--- src/rtl/pve_pkg.sv ---
package pve_pkg;

    localparam int XLEN = 32;
    localparam int EVT_W = 12;

    typedef logic [XLEN-1:0]  word_t;
    typedef logic [EVT_W-1:0] evt_t;

    localparam evt_t EVT_LOAD_DENIED  = 12'h0A0;
    localparam evt_t EVT_STORE_DENIED = 12'h0C0;

    typedef enum logic [1:0] {
        PVE_IDLE   = 2'd0,
        PVE_COMMIT = 2'd1,
        PVE_REDIR  = 2'd2
    } pve_state_e;

    typedef struct packed {
        word_t pteh;
        word_t fault_va;
        evt_t  evt;
        word_t spc;
        word_t ssr;
        word_t sr;
    } entry_img_t;

    function automatic evt_t evt_for(input logic store);
        return store ? EVT_STORE_DENIED : EVT_LOAD_DENIED;
    endfunction

    function automatic word_t page_image(input word_t va, input int lsb);
        word_t keep;
        keep = '1;
        keep = keep << lsb;
        return va & keep;
    endfunction

endpackage

--- src/rtl/pve_ctrl.sv ---
module pve_ctrl
    import pve_pkg::*;
(
    input  logic clk,
    input  logic rst,
    input  logic viol_i,
    input  logic blocked_i,
    output logic cap_en_o,
    output logic commit_o,
    output logic redir_valid_o,
    output logic nested_o
);

    pve_state_e state_q, state_d;
    logic       nested_q;
    logic       idle;

    assign idle     = (state_q == PVE_IDLE);
    assign cap_en_o = viol_i && idle && !blocked_i;

    always_comb begin
        state_d = state_q;
        unique case (state_q)
            PVE_IDLE:   if (cap_en_o) state_d = PVE_COMMIT;
            PVE_COMMIT: state_d = PVE_REDIR;
            PVE_REDIR:  state_d = PVE_IDLE;
            default:    state_d = PVE_IDLE;
        endcase
    end

    always_ff @(posedge clk) begin
        if (rst) begin
            state_q  <= PVE_IDLE;
            nested_q <= 1'b0;
        end else begin
            state_q  <= state_d;
            nested_q <= viol_i && !cap_en_o;
        end
    end

    assign commit_o      = (state_q == PVE_COMMIT);
    assign redir_valid_o = (state_q == PVE_REDIR);
    assign nested_o      = nested_q;

    a_r2_commit_after_accept: assert property (@(posedge clk) disable iff (rst)
        cap_en_o |=> commit_o);

    a_r2_commit_single: assert property (@(posedge clk) disable iff (rst)
        commit_o |=> !commit_o);

    a_r8_redir_after_commit: assert property (@(posedge clk) disable iff (rst)
        commit_o |=> (redir_valid_o && !commit_o));

    a_r9_masked_nested: assert property (@(posedge clk) disable iff (rst)
        (viol_i && blocked_i) |=> (nested_o && !commit_o));

    a_r10_busy_nested: assert property (@(posedge clk) disable iff (rst)
        (viol_i && (commit_o || redir_valid_o)) |=> nested_o);

endmodule

--- src/rtl/pve_capture.sv ---
module pve_capture
    import pve_pkg::*;
#(
    parameter int WAYS    = 4,
    parameter int VPN_LSB = 10,
    parameter int MD_BIT  = 30,
    parameter int RB_BIT  = 29,
    parameter int BL_BIT  = 28,
    localparam int WAY_W  = (WAYS > 1) ? $clog2(WAYS) : 1
)(
    input  logic             clk,
    input  logic             rst,
    input  logic             cap_en_i,
    input  logic             commit_i,
    input  word_t            vaddr_i,
    input  logic             is_store_i,
    input  logic [WAY_W-1:0] way_i,
    input  word_t            pc_i,
    input  logic             in_dslot_i,
    input  word_t            branch_pc_i,
    input  word_t            sr_i,
    output entry_img_t       img_o,
    output logic [WAY_W-1:0] way_o
);

    localparam word_t ENTRY_SET = (word_t'(1) << MD_BIT)
                                | (word_t'(1) << RB_BIT)
                                | (word_t'(1) << BL_BIT);

    entry_img_t       img_q, img_d;
    logic [WAY_W-1:0] way_q;

    always_comb begin
        img_d.pteh     = page_image(vaddr_i, VPN_LSB);
        img_d.fault_va = vaddr_i;
        img_d.evt      = evt_for(is_store_i);
        img_d.spc      = in_dslot_i ? branch_pc_i : pc_i;
        img_d.ssr      = sr_i;
        img_d.sr       = sr_i | ENTRY_SET;
    end

    always_ff @(posedge clk) begin
        if (rst) begin
            img_q <= '0;
            way_q <= '0;
        end else if (cap_en_i) begin
            img_q <= img_d;
            way_q <= way_i;
        end
    end

    assign img_o = img_q;
    assign way_o = way_q;

    a_r3_page_low_clear: assert property (@(posedge clk) disable iff (rst)
        commit_i |-> (img_o.pteh[VPN_LSB-1:0] == '0));

    a_r4_event_legal: assert property (@(posedge clk) disable iff (rst)
        commit_i |-> (img_o.evt == EVT_LOAD_DENIED || img_o.evt == EVT_STORE_DENIED));

    a_r6_saved_sr_pre: assert property (@(posedge clk) disable iff (rst)
        cap_en_i |=> (img_o.ssr == $past(sr_i)));

    a_r6_new_sr_bits: assert property (@(posedge clk) disable iff (rst)
        commit_i |-> (img_o.sr[MD_BIT] && img_o.sr[RB_BIT] && img_o.sr[BL_BIT]));

    a_r7_way_kept: assert property (@(posedge clk) disable iff (rst)
        cap_en_i |=> (way_o == $past(way_i)));

    a_r9_hold_without_capture: assert property (@(posedge clk) disable iff (rst)
        !cap_en_i |=> $stable(img_o));

endmodule

--- src/rtl/pve_vector.sv ---
module pve_vector
    import pve_pkg::*;
#(
    parameter word_t VEC_OFS = 32'h0000_0100
)(
    input  logic  clk,
    input  logic  rst,
    input  logic  cap_en_i,
    input  word_t vbr_i,
    output word_t target_o
);

    word_t target_q;

    always_ff @(posedge clk) begin
        if (rst)           target_q <= '0;
        else if (cap_en_i) target_q <= vbr_i + VEC_OFS;
    end

    assign target_o = target_q;

    a_r8_target_from_base: assert property (@(posedge clk) disable iff (rst)
        cap_en_i |=> (target_o - $past(vbr_i) == VEC_OFS));

endmodule

--- src/rtl/tlb_prot_entry.sv ---
module tlb_prot_entry
    import pve_pkg::*;
#(
    parameter int    WAYS    = 4,
    parameter int    VPN_LSB = 10,
    parameter int    MD_BIT  = 30,
    parameter int    RB_BIT  = 29,
    parameter int    BL_BIT  = 28,
    parameter word_t VEC_OFS = 32'h0000_0100,
    localparam int   WAY_W   = (WAYS > 1) ? $clog2(WAYS) : 1
)(
    input  logic             clk,
    input  logic             rst,
    input  logic             viol_i,
    input  logic [31:0]      vaddr_i,
    input  logic             is_store_i,
    input  logic [WAY_W-1:0] way_i,
    input  logic [31:0]      pc_i,
    input  logic             in_dslot_i,
    input  logic [31:0]      branch_pc_i,
    input  logic [31:0]      sr_i,
    input  logic [31:0]      vbr_i,
    output logic             commit_o,
    output logic [31:0]      pteh_o,
    output logic [31:0]      fault_va_o,
    output logic [11:0]      event_o,
    output logic [31:0]      saved_pc_o,
    output logic [31:0]      saved_sr_o,
    output logic [31:0]      sr_new_o,
    output logic [WAY_W-1:0] repl_way_o,
    output logic             redir_valid_o,
    output logic [31:0]      redir_pc_o,
    output logic             nested_fault_o
);

    logic       cap_en;
    entry_img_t img;

    pve_ctrl u_ctrl (
        .clk           (clk),
        .rst           (rst),
        .viol_i        (viol_i),
        .blocked_i     (sr_i[BL_BIT]),
        .cap_en_o      (cap_en),
        .commit_o      (commit_o),
        .redir_valid_o (redir_valid_o),
        .nested_o      (nested_fault_o)
    );

    pve_capture #(
        .WAYS    (WAYS),
        .VPN_LSB (VPN_LSB),
        .MD_BIT  (MD_BIT),
        .RB_BIT  (RB_BIT),
        .BL_BIT  (BL_BIT)
    ) u_capture (
        .clk         (clk),
        .rst         (rst),
        .cap_en_i    (cap_en),
        .commit_i    (commit_o),
        .vaddr_i     (vaddr_i),
        .is_store_i  (is_store_i),
        .way_i       (way_i),
        .pc_i        (pc_i),
        .in_dslot_i  (in_dslot_i),
        .branch_pc_i (branch_pc_i),
        .sr_i        (sr_i),
        .img_o       (img),
        .way_o       (repl_way_o)
    );

    pve_vector #(
        .VEC_OFS (VEC_OFS)
    ) u_vector (
        .clk      (clk),
        .rst      (rst),
        .cap_en_i (cap_en),
        .vbr_i    (vbr_i),
        .target_o (redir_pc_o)
    );

    assign pteh_o     = img.pteh;
    assign fault_va_o = img.fault_va;
    assign event_o    = img.evt;
    assign saved_pc_o = img.spc;
    assign saved_sr_o = img.ssr;
    assign sr_new_o   = img.sr;

    a_r1_quiet_after_reset: assert property (@(posedge clk)
        $past(rst) |-> (!commit_o && !redir_valid_o && !nested_fault_o));

    a_r8_no_overlap: assert property (@(posedge clk) disable iff (rst)
        !(commit_o && redir_valid_o));

endmodule

--- config.mk ---
export PLATFORM = sky130hd
export DESIGN_NAME = tlb_prot_entry
export DESIGN_NICKNAME = d
export VERILOG_FILES = /design/src/rtl/pve_pkg.sv /design/src/rtl/pve_ctrl.sv /design/src/rtl/pve_capture.sv /design/src/rtl/pve_vector.sv /design/src/rtl/tlb_prot_entry.sv
export SDC_FILE = /design/constraint.sdc
export NUM_CORES = 1
export LEC_CHECK = 0
export BUFFER_PORTS_ARGS = -buffer_cell sky130_fd_sc_hd__buf_2
export CAP_MARGIN = 30
export CORE_AREA = 2 2 147 149
export CTS_BUF_LIST = sky130_fd_sc_hd__clkbuf_4
export DETAILED_ROUTE_END_ITERATION = 7
export DIE_AREA = 0 0 149 151
export GPL_ROUTABILITY_DRIVEN = 0
export GPL_TIMING_DRIVEN = 0
export PLACE_DENSITY_LB_ADDON = 0.12
export SLEW_MARGIN = 10
export SYNTH_ARGS = -nofsm -noshare
export SYNTH_HDL_FRONTEND = slang
export SYNTH_HIERARCHICAL = 1
export SYNTH_SLANG_ARGS = --single-unit
--- constraint.sdc ---
create_clock -name clk -period 2.9 [get_ports clk]
set_clock_uncertainty 0.1 [all_clocks]
set_input_delay 0.435 -clock clk [delete_from_list [all_inputs] [get_ports clk]]
set_output_delay 0.435 -clock clk [all_outputs]
set_load 0.02 [all_outputs]
==> results of run 1 <==
per-layer routing:
| layer | share of wire (%) | track usage, % | vias up |
|---|---|---|---|
| met5 | 0.066 | 0 | - |
| li1 | - | - | 2940 |
| met1 | 41 | 19.08 | 2536 |
| met2 | 49 | 28.89 | 220 |
| met4 | 1.2 | 3.619 | 2 |
| met3 | 9.1 | 6.295 | 13 |
cell type report:
cell class	instances	area, µm²	share of cell area, %
Sequential cell	136	2723	30.30
Multi-Input combinational cell	390	2641	29.39
Timing Repair Buffer	395	2177	24.23
Buffer	114	829.5	9.231
Tap cell	275	344.1	3.829
Clock buffer	17	127.6	1.420
Clock inverter	15	126.4	1.406
Antenna cell	4	10.01	0.1114
Inverter	2	7.507	0.08354
per-stage QoR:
step	hold slack [ns]	util, %
4_1_cts	0.00006728	43.01
2_1_floorplan	0.3625	-
6_report	0.05728	43.16
3_5_place_dp	0.3701	39.97
5_1_grt	0.003162	43.13
3_3_place_gp	0.3635	39.97
how the worst max path moves through the flow:
stage / startpoint / end / slack [ns] / depth (start not counted)
after CTS: sr_i[28] / u_vector/target_o[9]$_SDFFE_PP0P_ / 0.42 / 8
final: sr_i[28] / u_vector/target_o[6]$_SDFFE_PP0P_ / 0.46 / 8
after global placement: sr_i[28] / u_vector/target_o[9]$_SDFFE_PP0P_ / 0.44 / 7
after global routing: sr_i[28] / u_vector/target_o[6]$_SDFFE_PP0P_ / 0.30 / 8
after detailed placement: sr_i[28] / u_vector/target_o[9]$_SDFFE_PP0P_ / 0.40 / 7
after floorplan: vbr_i[9] / u_vector/target_o[25]$_SDFFE_PP0P_ / 0.95 / 5
registers in the layout, indices dropped and copies added, names as in the netlist:
register / count
u_capture/img_o: 99
u_vector/target_o: 32
u_ctrl/nested_o: 1
u_capture/way_o: 2
u_ctrl/state_q: 2
worst max-delay path, cell delays in order:
cell           delay [ns]
dlygate4sd3_1        0.55
buf_2                0.15
nor3_2               0.12
and2_1               0.18
clkbuf_1             0.42
buf_1                0.56
mux2i_1              0.26
nor2_1               0.06
cell families after synthesis:
kind of cell	Yosys count	share of synthesized area, %
fa+ha+maj	1	0.2040
buf+inv	116	13.65
compound gates	67	9.180
simple gates	184	13.32
flops	136	44.39
xor+xnor	11	1.571
mux	108	17.63
other cells	1	0.06114
synth_stat cells (all sizes together), types with 2 or more instances:
| cell | number |
|---|---|
| or4 | 4 |
| mux2i | 108 |
| buf | 100 |
| and2 | 2 |
| dfxtp | 136 |
| a311oi | 11 |
| nand4 | 6 |
| a211oi | 45 |
| nor3 | 3 |
| and4 | 3 |
| inv | 2 |
| or3 | 7 |
| xnor2 | 4 |
| o31ai | 4 |
| xor2 | 7 |
| o21ai | 6 |
| nor2b | 2 |
| nand3 | 7 |
| nor4 | 2 |
| clkbuf | 14 |
| nand2 | 8 |
| nor2 | 135 |
power by group:
| group | total [W] | leakage (nW) | internal, W | switching (W) |
|---|---|---|---|---|
| registers | 0.00205 | 1.12 | 0.00198 | 0.0000671 |
| logic | 0.000993 | 3.26 | 0.000439 | 0.000554 |
| clock network | 0.00115 | 0.140 | 0.000426 | 0.000726 |
| total | 0.00419 | 4.51 | 0.00284 | 0.00135 |
timing repair:
action | 4_1_cts | 5_1_grt
gates resized for setup | 0 | 0
hold buffers | 38 | 2
endpoints found under the hold margin | 38 | 2
==> metrics.txt, run 1 <==
# TYPE chip_impl_metric gauge
chip_impl_info{name="mostFrequentLayoutCells",value="buf_2, dfxtp_1, nor2_1"} 1
chip_impl_info{name="startpoint_type",value="primary input"} 1
chip_impl_metric{name="fraction_of_the_yosys_area_taken_by_sequential_cells",unit="%"} 44.39
chip_impl_metric{name="worst-r2r-setup-slack",unit="ns"} 0.64
chip_impl_metric{name="fin_cells",unit=""} 1348
chip_impl_metric{name="power.total",unit="W"} 0.004191
chip_impl_info{name="hold_end",value="u_capture/img_o[137]$_SDFFE_PP0P_"} 1
chip_impl_info{name="min-delay-path-class",value="in2reg"} 1
chip_impl_metric{name="route.vias.total",unit=""} 5711
chip_impl_metric{name="synth_top_cell_area_share",unit="%"} 44.39
chip_impl_metric{name="drtIter0Drc",unit=""} 131
chip_impl_metric{name="layout.filler_cells",unit=""} 2121
chip_impl_metric{name="post_synth_design_cell_area",unit="mm²"} 0.006133
chip_impl_info{name="postSynth.topFlopCell",value="dfxtp_1"} 1
chip_impl_metric{name="power.ir.vdd_worst",unit="µV"} 279.8
chip_impl_metric{name="grt_pass1_wl",unit="mm"} 28.57
chip_impl_metric{name="initial_standard_cell_utilization_of_the_core",unit="%"} 29.46
chip_impl_metric{name="detailedRoute.firstPassIterationCount",unit=""} 4
chip_impl_metric{name="worstRegToRegCells",unit=""} 6
chip_impl_info{name="tritoncts",value="done"} 1
chip_impl_metric{name="worst_slew_margin_rel",unit="%"} 57.13
chip_impl_metric{name="cp.required",unit="ns"} 3.20
chip_impl_metric{name="drt_drc_violations_left",unit=""} 0
chip_impl_info{name="synth_top_cells_by_area",value="dfxtp_1, mux2i_1, buf_4, nor2_1, a211oi_1"} 1
chip_impl_metric{name="timing.max_cap.violations",unit=""} 0
chip_impl_metric{name="dieArea",unit="mm²"} 0.02250
chip_impl_metric{name="clock_sink_count",unit=""} 136
chip_impl_metric{name="via_count_of_the_first_global_routing_pass",unit=""} 5350
chip_impl_metric{name="core-area",unit="mm²"} 0.02082
chip_impl_metric{name="power_density",unit="mW/mm²"} 466.4
chip_impl_metric{name="worst_slew_pin_slew",unit="ns"} 0.6431
chip_impl_metric{name="port_buffers",unit=""} 355
chip_impl_metric{name="least_setup_slack_across_all_paths_after_layout",unit="ns"} 0.4606
chip_impl_metric{name="place_worst_setup_slack",unit="ns"} 0.4035
chip_impl_metric{name="drive_gt1_share",unit="%"} 46.87
chip_impl_metric{name="cellLeakagePower",unit="nW"} 4.513
chip_impl_metric{name="die_h",unit="µm"} 151
chip_impl_metric{name="synth.yosys.warnings",unit=""} 6
chip_impl_metric{name="routed_wl",unit="mm"} 19.80
chip_impl_metric{name="total_i_o_pin_count",unit=""} 376
chip_impl_metric{name="cts.path.max_buffers",unit=""} 2
chip_impl_metric{name="synth_seq_cells",unit=""} 136
chip_impl_metric{name="floorplan.die.width",unit="µm"} 149
chip_impl_metric{name="finish.instance_area",unit="mm²"} 0.008986
chip_impl_metric{name="post-dp-hpwl",unit="mm"} 15.51
chip_impl_metric{name="syn_inst",unit=""} 624
chip_impl_info{name="crit_type",value="in2reg"} 1
chip_impl_info{name="yosysTopAreaCell",value="dfxtp_1"} 1
chip_impl_metric{name="timing.final.crit_share",unit="%"} 84.12
chip_impl_metric{name="syn2layout_area_growth",unit="%"} 46.51
chip_impl_metric{name="antenna_found_initial",unit=""} 5
chip_impl_metric{name="clkTransAtPathRegs",unit="ns"} 0.13
chip_impl_metric{name="cts_buffers",unit=""} 17
chip_impl_metric{name="dp_cells",unit=""} 1272
chip_impl_metric{name="period_minus_slack",unit="ns"} 2.439
chip_impl_metric{name="drt-wirelength-per-cell",unit="µm"} 14.69
chip_impl_metric{name="maximum_fanout_along_the_worst_path",unit=""} 10
chip_impl_metric{name="hold_critical_path_depth",unit=""} 3
chip_impl_metric{name="finalSetupTns",unit="ns"} 0
chip_impl_metric{name="postSynth.asyncResetShare",unit="%"} 0
chip_impl_info{name="min_from",value="vaddr_i[29]"} 1
chip_impl_metric{name="report.final.setup_viol",unit=""} 0
chip_impl_metric{name="fp-row-count",unit=""} 53
chip_impl_metric{name="synth_edf_count",unit=""} 0
chip_impl_metric{name="syn-mean-instance-area",unit="µm²"} 9.829
chip_impl_info{name="layout_commonest_cell",value="buf_2"} 1
chip_impl_metric{name="final_net_count",unit=""} 1224
chip_impl_metric{name="synth_cell_types",unit=""} 39
chip_impl_metric{name="timing.critical_path.arrival",unit="ns"} 2.74
chip_impl_metric{name="cts_setup_buffers",unit=""} 0
chip_impl_metric{name="clock_insertion_delay_worst_skew",unit="ns"} 0.50
chip_impl_metric{name="dpl-instance-area",unit="mm²"} 0.008322
chip_impl_info{name="rsz0062_at_grt",value="false"} 1
chip_impl_info{name="regToRegStartpoint",value="u_ctrl/state_q[1]$_SDFFE_PP0P_"} 1
chip_impl_metric{name="avgViaCountPerCell",unit=""} 4.237
chip_impl_info{name="critical_path.endpoint_type",value="flip-flop"} 1
chip_impl_info{name="reg2reg_to",value="u_vector/target_o[6]$_SDFFE_PP0P_"} 1
chip_impl_info{name="run_status",value="completed"} 1
chip_impl_info{name="ctsRootBufferMaster",value="clkbuf_4"} 1
chip_impl_metric{name="grt_max_degree",unit=""} 17
chip_impl_metric{name="drt.antenna.violating_nets",unit=""} 0
chip_impl_metric{name="gr_overflow_total",unit=""} 0
chip_impl_metric{name="timing_hold_violations_final",unit=""} 0
chip_impl_metric{name="clock.fmax",unit="MHz"} 409.9
chip_impl_metric{name="track_usage",unit="%"} 16.47
chip_impl_metric{name="clock_tree.htree_level_count",unit=""} 4
chip_impl_metric{name="drv_slew",unit=""} 0
Power figures use the tool's default switching activity.
==> run 2: changes to the inputs <==
Clock period 2.9 ns to 2.51 ns, I/O delays scaled along.
==> run 2 against run 1 <==
  * Critical path depth stayed put
  * Global-route usage up 0.31 points
  * Final cell count up 3.0%
  * Hold slack improved by 0.0035 ns
  * Sequential power rose by 15%
  * Largest cell class unchanged
==> metrics.txt, run 2 (synthesis results as in run 1) <==
# TYPE chip_impl_metric gauge
chip_impl_metric{name="power_density",unit="mW/mm²"} 520.4
chip_impl_metric{name="cts_setup_buffers",unit=""} 0
chip_impl_metric{name="routed_wl",unit="mm"} 20.02
chip_impl_info{name="critical_path.cell_chain",value="dlygate4sd3_1, buf_2, nor3_2, and2_1, clkbuf_1, buf_1, mux2i_1, nor2_1"} 1
chip_impl_metric{name="route.vias.total",unit=""} 5870
chip_impl_metric{name="fp-row-count",unit=""} 53
chip_impl_metric{name="initial_standard_cell_utilization_of_the_core",unit="%"} 29.46
chip_impl_metric{name="clock_tree.htree_level_count",unit=""} 4
chip_impl_metric{name="cp.required",unit="ns"} 2.81
chip_impl_metric{name="hold_critical_path_depth",unit=""} 3
chip_impl_info{name="crit_type",value="in2reg"} 1
chip_impl_metric{name="timing.critical_path.arrival",unit="ns"} 2.61
chip_impl_metric{name="layout.core_utilization",unit="%"} 45.16
chip_impl_metric{name="timing_hold_violations_final",unit=""} 0
chip_impl_metric{name="antenna_found_initial",unit=""} 1
chip_impl_metric{name="maximum_fanout_along_the_worst_path",unit=""} 10
chip_impl_metric{name="total_i_o_pin_count",unit=""} 376
chip_impl_metric{name="drt_drc_violations_left",unit=""} 0
chip_impl_metric{name="drtIter0Drc",unit=""} 145
chip_impl_metric{name="critical_path.max_stage_delay",unit="ns"} 0.55
chip_impl_info{name="timing.critical_path.max_delay_family",value="buffers and inverters"} 1
chip_impl_metric{name="layout.filler_cells",unit=""} 2087
chip_impl_info{name="rsz0062_at_grt",value="false"} 1
chip_impl_metric{name="detailedRoute.firstPassIterationCount",unit=""} 4
chip_impl_metric{name="clkTransAtPathRegs",unit="ns"} 0.13
chip_impl_metric{name="worst_slew_margin_rel",unit="%"} 54.63
chip_impl_metric{name="die_h",unit="µm"} 151
chip_impl_metric{name="floorplan.die.width",unit="µm"} 149
chip_impl_metric{name="core-area",unit="mm²"} 0.02082
chip_impl_info{name="tritoncts",value="done"} 1
chip_impl_metric{name="final_net_count",unit=""} 1266
chip_impl_metric{name="grt_max_degree",unit=""} 17
chip_impl_metric{name="largest_register_ffs",unit=""} 99
chip_impl_metric{name="drv_slew",unit=""} 0
chip_impl_metric{name="worstRegToRegCells",unit=""} 6
chip_impl_metric{name="syn2layout_area_growth",unit="%"} 53.30
chip_impl_metric{name="period_minus_slack",unit="ns"} 2.308
chip_impl_metric{name="hold_ws",unit="ns"} 0.06075
chip_impl_info{name="startpoint_type",value="primary input"} 1
chip_impl_metric{name="report.final.setup_viol",unit=""} 0
chip_impl_metric{name="grt_pass1_wl",unit="mm"} 29.35
chip_impl_info{name="mostFrequentLayoutCells",value="buf_2, dfxtp_1, nor2_1"} 1
chip_impl_metric{name="finalSetupTns",unit="ns"} 0
chip_impl_metric{name="post-dp-hpwl",unit="mm"} 15.51
chip_impl_metric{name="port_buffers",unit=""} 355
chip_impl_info{name="ctsRootBufferMaster",value="clkbuf_4"} 1
chip_impl_metric{name="register_area",unit="mm²"} 0.002723
chip_impl_metric{name="dpl-instance-area",unit="mm²"} 0.008322
chip_impl_metric{name="worstPathBufferInverterCount",unit=""} 4
chip_impl_info{name="run_status",value="completed"} 1
chip_impl_metric{name="worst-path-stages",unit=""} 8
chip_impl_metric{name="cellLeakagePower",unit="nW"} 4.694
chip_impl_metric{name="gr_overflow_total",unit=""} 0
chip_impl_metric{name="clock_sink_count",unit=""} 136
chip_impl_metric{name="drive_gt1_share",unit="%"} 45.18
chip_impl_metric{name="power.ir.vdd_worst",unit="µV"} 321.4
chip_impl_metric{name="cts.path.max_buffers",unit=""} 2
chip_impl_metric{name="clock.fmax",unit="MHz"} 433.3
chip_impl_metric{name="dieArea",unit="mm²"} 0.02250
chip_impl_metric{name="power.total",unit="W"} 0.004893
chip_impl_info{name="critical_path.endpoint_type",value="flip-flop"} 1
chip_impl_metric{name="worst_slew_pin_slew",unit="ns"} 0.6743
chip_impl_metric{name="multi_input_area",unit="mm²"} 0.002641
chip_impl_metric{name="via_count_of_the_first_global_routing_pass",unit=""} 5677
chip_impl_metric{name="timing.final.crit_share",unit="%"} 91.94
chip_impl_metric{name="avgViaCountPerCell",unit=""} 4.229
chip_impl_info{name="layout_commonest_cell",value="buf_2"} 1
chip_impl_metric{name="drt.antenna.violating_nets",unit=""} 0
chip_impl_metric{name="finish.instance_area",unit="mm²"} 0.009403
chip_impl_metric{name="clock_insertion_delay_worst_skew",unit="ns"} 0.50
chip_impl_info{name="cell_at_the_slowest_stage_of_the_critical_path",value="dlygate4sd3_1"} 1
chip_impl_metric{name="drt-wirelength-per-cell",unit="µm"} 14.42
chip_impl_metric{name="cts_buffers",unit=""} 17
chip_impl_metric{name="track_usage",unit="%"} 16.78
chip_impl_info{name="min-delay-path-class",value="in2reg"} 1
chip_impl_metric{name="timing.max_cap.violations",unit=""} 0
## run 2: cell types whose count changed in the layout (fill, tap and decap cells not counted), sizes merged
cell         previous run  this run
clkbuf                 31        32
dlygate4sd3            40        82
diode                   4         2
buf                   455       454
## run 2: through the flow
stage          setup WS [ns]  std cells
6_report              0.2022       1388
5_1_grt             0.008661       1388
4_1_cts              0.08620       1384
3_5_place_dp         0.07196       1272
3_3_place_gp          0.1099       1272
2_1_floorplan         0.6209        642
## run 2: routing by layer
metal	vias up	wire, µm	GRT usage [%]
met2	236	9819	29.65
li1	3016	-	-
met1	2597	8103	19.32
met3	21	1744	5.843
met4	0	348	4.476
met5	-	0	0
## run 2: area by class of cell
cell class | count | area share [%]
diodes | 2 | 0.05323
plain buffers | 114 | 8.836
clock buffers | 17 | 1.357
clock inverters | 15 | 1.344
inverters | 2 | 0.07984
multi-input cells | 390 | 28.09
flip-flops and latches | 136 | 28.96
well taps | 275 | 3.659
repair buffers | 437 | 27.62
## run 2: worst reg2reg max path, cell delays in order, from the launching register on
cell      delay, ns
dfxtp_1        0.37
nor3_2         0.21
and2_1         0.18
clkbuf_1       0.42
buf_1          0.50
mux2i_1        0.25
nor2_1         0.06
## run 2: repair_timing
action,CTS,global route
hold endpoints to repair,80,2
hold buffers,80,2
gates resized for setup,0,1
setup endpoints to repair,0,3
## run 2: report_power, final
| group | internal (W) | switching (W) |
|---|---|---|
| Clock | 0.000492 | 0.000837 |
| Sequential | 0.00229 | 0.0000777 |
| Combinational | 0.000550 | 0.000651 |
| Total | 0.00333 | 0.00157 |
## run 2: worst paths after layout
check | start | endpoint | slack, ns
setup reg to reg | u_ctrl/state_q[1]$_SDFFE_PP0P_ | u_vector/target_o[3]$_SDFFE_PP0P_ | 0.32
hold reg to reg | u_capture/img_o[82]$_SDFFE_PP0P_ | u_capture/img_o[82]$_SDFFE_PP0P_ | 0.39
setup / recovery | sr_i[28] | u_vector/target_o[3]$_SDFFE_PP0P_ | 0.20
hold / removal | vbr_i[27] | u_vector/target_o[27]$_SDFFE_PP0P_ | 0.06
==> run 3: changes to the inputs <==
Settings changed: PLACE_DENSITY from default to 0.6, PLACE_DENSITY_LB_ADDON 0.12 to default.
==> run 3 against run 2 <==
  * Core utilization increased by 0.34 points
  * Critical path depth unchanged
  * Count of clock-buffer cells in the layout unchanged
  * Sequential power about the same
  * Cell area increased by 0.76%
  * Hold slack improved by 0.0019 ns
  * Total power increased by 4.4%
  * Clock power increased by 15%
  * Global-route usage increased by 0.28 points
  * Register-to-register slack got worse by 0.04 ns
  * First-iteration DRC count decreased by 5.5%
  * Die area unchanged
  * Critical path type unchanged
  * Highest routed layer unchanged
==> metrics.txt, run 3 (synthesis results as in run 1) <==
# TYPE chip_impl_metric gauge
chip_impl_metric{name="cts_buffers",unit=""} 17
chip_impl_info{name="layout_commonest_cell",value="buf_2"} 1
chip_impl_metric{name="route.vias.total",unit=""} 6008
chip_impl_metric{name="floorplan.die.width",unit="µm"} 149
chip_impl_metric{name="dp_cells",unit=""} 1272
chip_impl_metric{name="layout.filler_cells",unit=""} 2055
chip_impl_metric{name="port_buffers",unit=""} 355
chip_impl_metric{name="worst_slew_margin_rel",unit="%"} 51.03
chip_impl_metric{name="total_i_o_pin_count",unit=""} 376
chip_impl_metric{name="fp-row-count",unit=""} 53
chip_impl_metric{name="layout.core_utilization",unit="%"} 45.50
chip_impl_metric{name="die_h",unit="µm"} 151
chip_impl_info{name="mostFrequentLayoutCells",value="buf_2, dfxtp_1, nor2_1"} 1
chip_impl_metric{name="initial_standard_cell_utilization_of_the_core",unit="%"} 29.46
chip_impl_metric{name="place_worst_setup_slack",unit="ns"} 0.1048
chip_impl_metric{name="drt.antenna.violating_nets",unit=""} 0
chip_impl_metric{name="hold_ws",unit="ns"} 0.06267
chip_impl_metric{name="maximum_fanout_along_the_worst_path",unit=""} 10
chip_impl_metric{name="clock_tree.htree_level_count",unit=""} 4
chip_impl_metric{name="power.ir.vdd_worst",unit="µV"} 300.5
chip_impl_metric{name="power_density",unit="mW/mm²"} 539.2
chip_impl_metric{name="via_count_of_the_first_global_routing_pass",unit=""} 5689
chip_impl_metric{name="period_minus_slack",unit="ns"} 2.317
chip_impl_metric{name="grt_pass1_wl",unit="mm"} 29.76
chip_impl_info{name="ctsRootBufferMaster",value="clkbuf_4"} 1
chip_impl_info{name="critical_path.endpoint_type",value="flip-flop"} 1
chip_impl_metric{name="avgViaCountPerCell",unit=""} 4.319
chip_impl_metric{name="track_usage",unit="%"} 17.06
chip_impl_metric{name="detailedRoute.firstPassIterationCount",unit=""} 4
chip_impl_metric{name="fin_cells",unit=""} 1391
chip_impl_metric{name="timing.critical_path.arrival",unit="ns"} 2.62
chip_impl_metric{name="cellLeakagePower",unit="nW"} 4.722
chip_impl_metric{name="antenna_found_initial",unit=""} 1
chip_impl_metric{name="timing.final.crit_share",unit="%"} 92.31
chip_impl_metric{name="clkTransAtPathRegs",unit="ns"} 0.14
chip_impl_metric{name="worst_slew_pin_slew",unit="ns"} 0.7345
chip_impl_metric{name="drive_gt1_share",unit="%"} 45.06
chip_impl_metric{name="register_area",unit="mm²"} 0.002723
chip_impl_metric{name="drv_slew",unit=""} 0
chip_impl_metric{name="gr_overflow_total",unit=""} 0
chip_impl_metric{name="clock_insertion_delay_worst_skew",unit="ns"} 0.52
chip_impl_metric{name="drt_drc_violations_left",unit=""} 0
chip_impl_metric{name="report.final.setup_viol",unit=""} 0
chip_impl_metric{name="largest_register_ffs",unit=""} 99
chip_impl_info{name="rsz0062_at_grt",value="false"} 1
chip_impl_metric{name="post-dp-hpwl",unit="mm"} 15.63
chip_impl_metric{name="grt_max_degree",unit=""} 17
chip_impl_info{name="tritoncts",value="done"} 1
chip_impl_metric{name="dieArea",unit="mm²"} 0.02250
chip_impl_metric{name="routed_wl",unit="mm"} 20.43
chip_impl_metric{name="cp.required",unit="ns"} 2.82
chip_impl_metric{name="syn2layout_area_growth",unit="%"} 54.47
chip_impl_metric{name="cts.path.max_buffers",unit=""} 2
chip_impl_metric{name="timing_hold_violations_final",unit=""} 0
chip_impl_metric{name="clock.fmax",unit="MHz"} 431.6
chip_impl_info{name="crit_type",value="in2reg"} 1
chip_impl_metric{name="drt-wirelength-per-cell",unit="µm"} 14.68
chip_impl_info{name="min-delay-path-class",value="in2reg"} 1
chip_impl_metric{name="least_setup_slack_across_all_paths_after_layout",unit="ns"} 0.1929
chip_impl_metric{name="drtIter0Drc",unit=""} 137
chip_impl_metric{name="finalSetupTns",unit="ns"} 0
chip_impl_metric{name="final_net_count",unit=""} 1269
chip_impl_info{name="run_status",value="completed"} 1
chip_impl_metric{name="multi_input_area",unit="mm²"} 0.002641
chip_impl_metric{name="core-area",unit="mm²"} 0.02082
chip_impl_info{name="startpoint_type",value="primary input"} 1
chip_impl_metric{name="cts_setup_buffers",unit=""} 0
chip_impl_metric{name="timing.max_cap.violations",unit=""} 0
chip_impl_metric{name="clock_sink_count",unit=""} 136
run 3: cell types whose count changed in the layout (fill, tap and decap cells not counted):
cell	change
dlygate4sd3_1	+3
bufinv_16	+1
clkinv_2	-4
inv_6	+1
inv_8	+2
run 3: final timing paths:
path                                                  startpoint                                 end  slack, ns  cells past startpoint
worst min-delay path                                         rst  u_vector/target_o[31]$_SDFFE_PP0P_       0.06                      2
worst max-delay path                                    sr_i[28]   u_vector/target_o[0]$_SDFFE_PP0P_       0.19                      8
worst max register to register    u_ctrl/state_q[1]$_SDFFE_PP0P_   u_vector/target_o[0]$_SDFFE_PP0P_       0.28                      6
worst min register to register  u_capture/img_o[68]$_SDFFE_PP0P_    u_capture/img_o[68]$_SDFFE_PP0P_       0.39                      2
run 3: stage by stage:
stage | total power [W] | cell area [µm²]
after floorplan | 0.003091 | 6201
after global placement | 0.003510 | 8322
after detailed placement | 0.003520 | 8322
after CTS | 0.005179 | 9468
after global routing | 0.005379 | 9474
final | 0.005108 | 9474
run 3: layer usage:
| metal | vias to the layer above | track usage (%) | share of wire [%] |
|---|---|---|---|
| met4 | 0 | 5.190 | 1.4 |
| met5 | - | 0 | 0 |
| met1 | 2723 | 19.43 | 40 |
| met3 | 16 | 5.151 | 8.1 |
| met2 | 247 | 30.71 | 50 |
| li1 | 3022 | - | - |
run 3: critical path, cell delays in order:
cell and delay (ns):
dlygate4sd3_1 0.54, buf_2 0.15, nor3_2 0.16, and2_1 0.19, clkbuf_1 0.37, buf_1 0.52, mux2i_1 0.25, nor2_1 0.05
run 3: cell type report:
cell class                 instances  area share [%]
sequential                       136           28.74
multi-input combinational        390           27.88
clock inverter                    15           1.770
timing repair buffer             440           27.73
inverter                           2         0.07924
antenna                            2         0.05283
clock buffer                      17           1.347
buffer                           114           8.769
tap                              275           3.632
run 3: repair_timing:
| action | CTS | global route |
|---|---|---|
| hold buffers | 85 | 0 |
| endpoints found under the hold margin | 85 | 0 |
| endpoints found under the setup margin | 0 | 1 |
| gates resized for setup | 0 | 1 |
run 3: report_power, final:
part	leakage, nW	total (W)	internal, W	switching, W
clock	0.155	0.00153	0.000616	0.000919
combinational	3.45	0.00121	0.000552	0.000654
sequential	1.12	0.00237	0.00229	0.0000803
total	4.72	0.00511	0.00345	0.00165
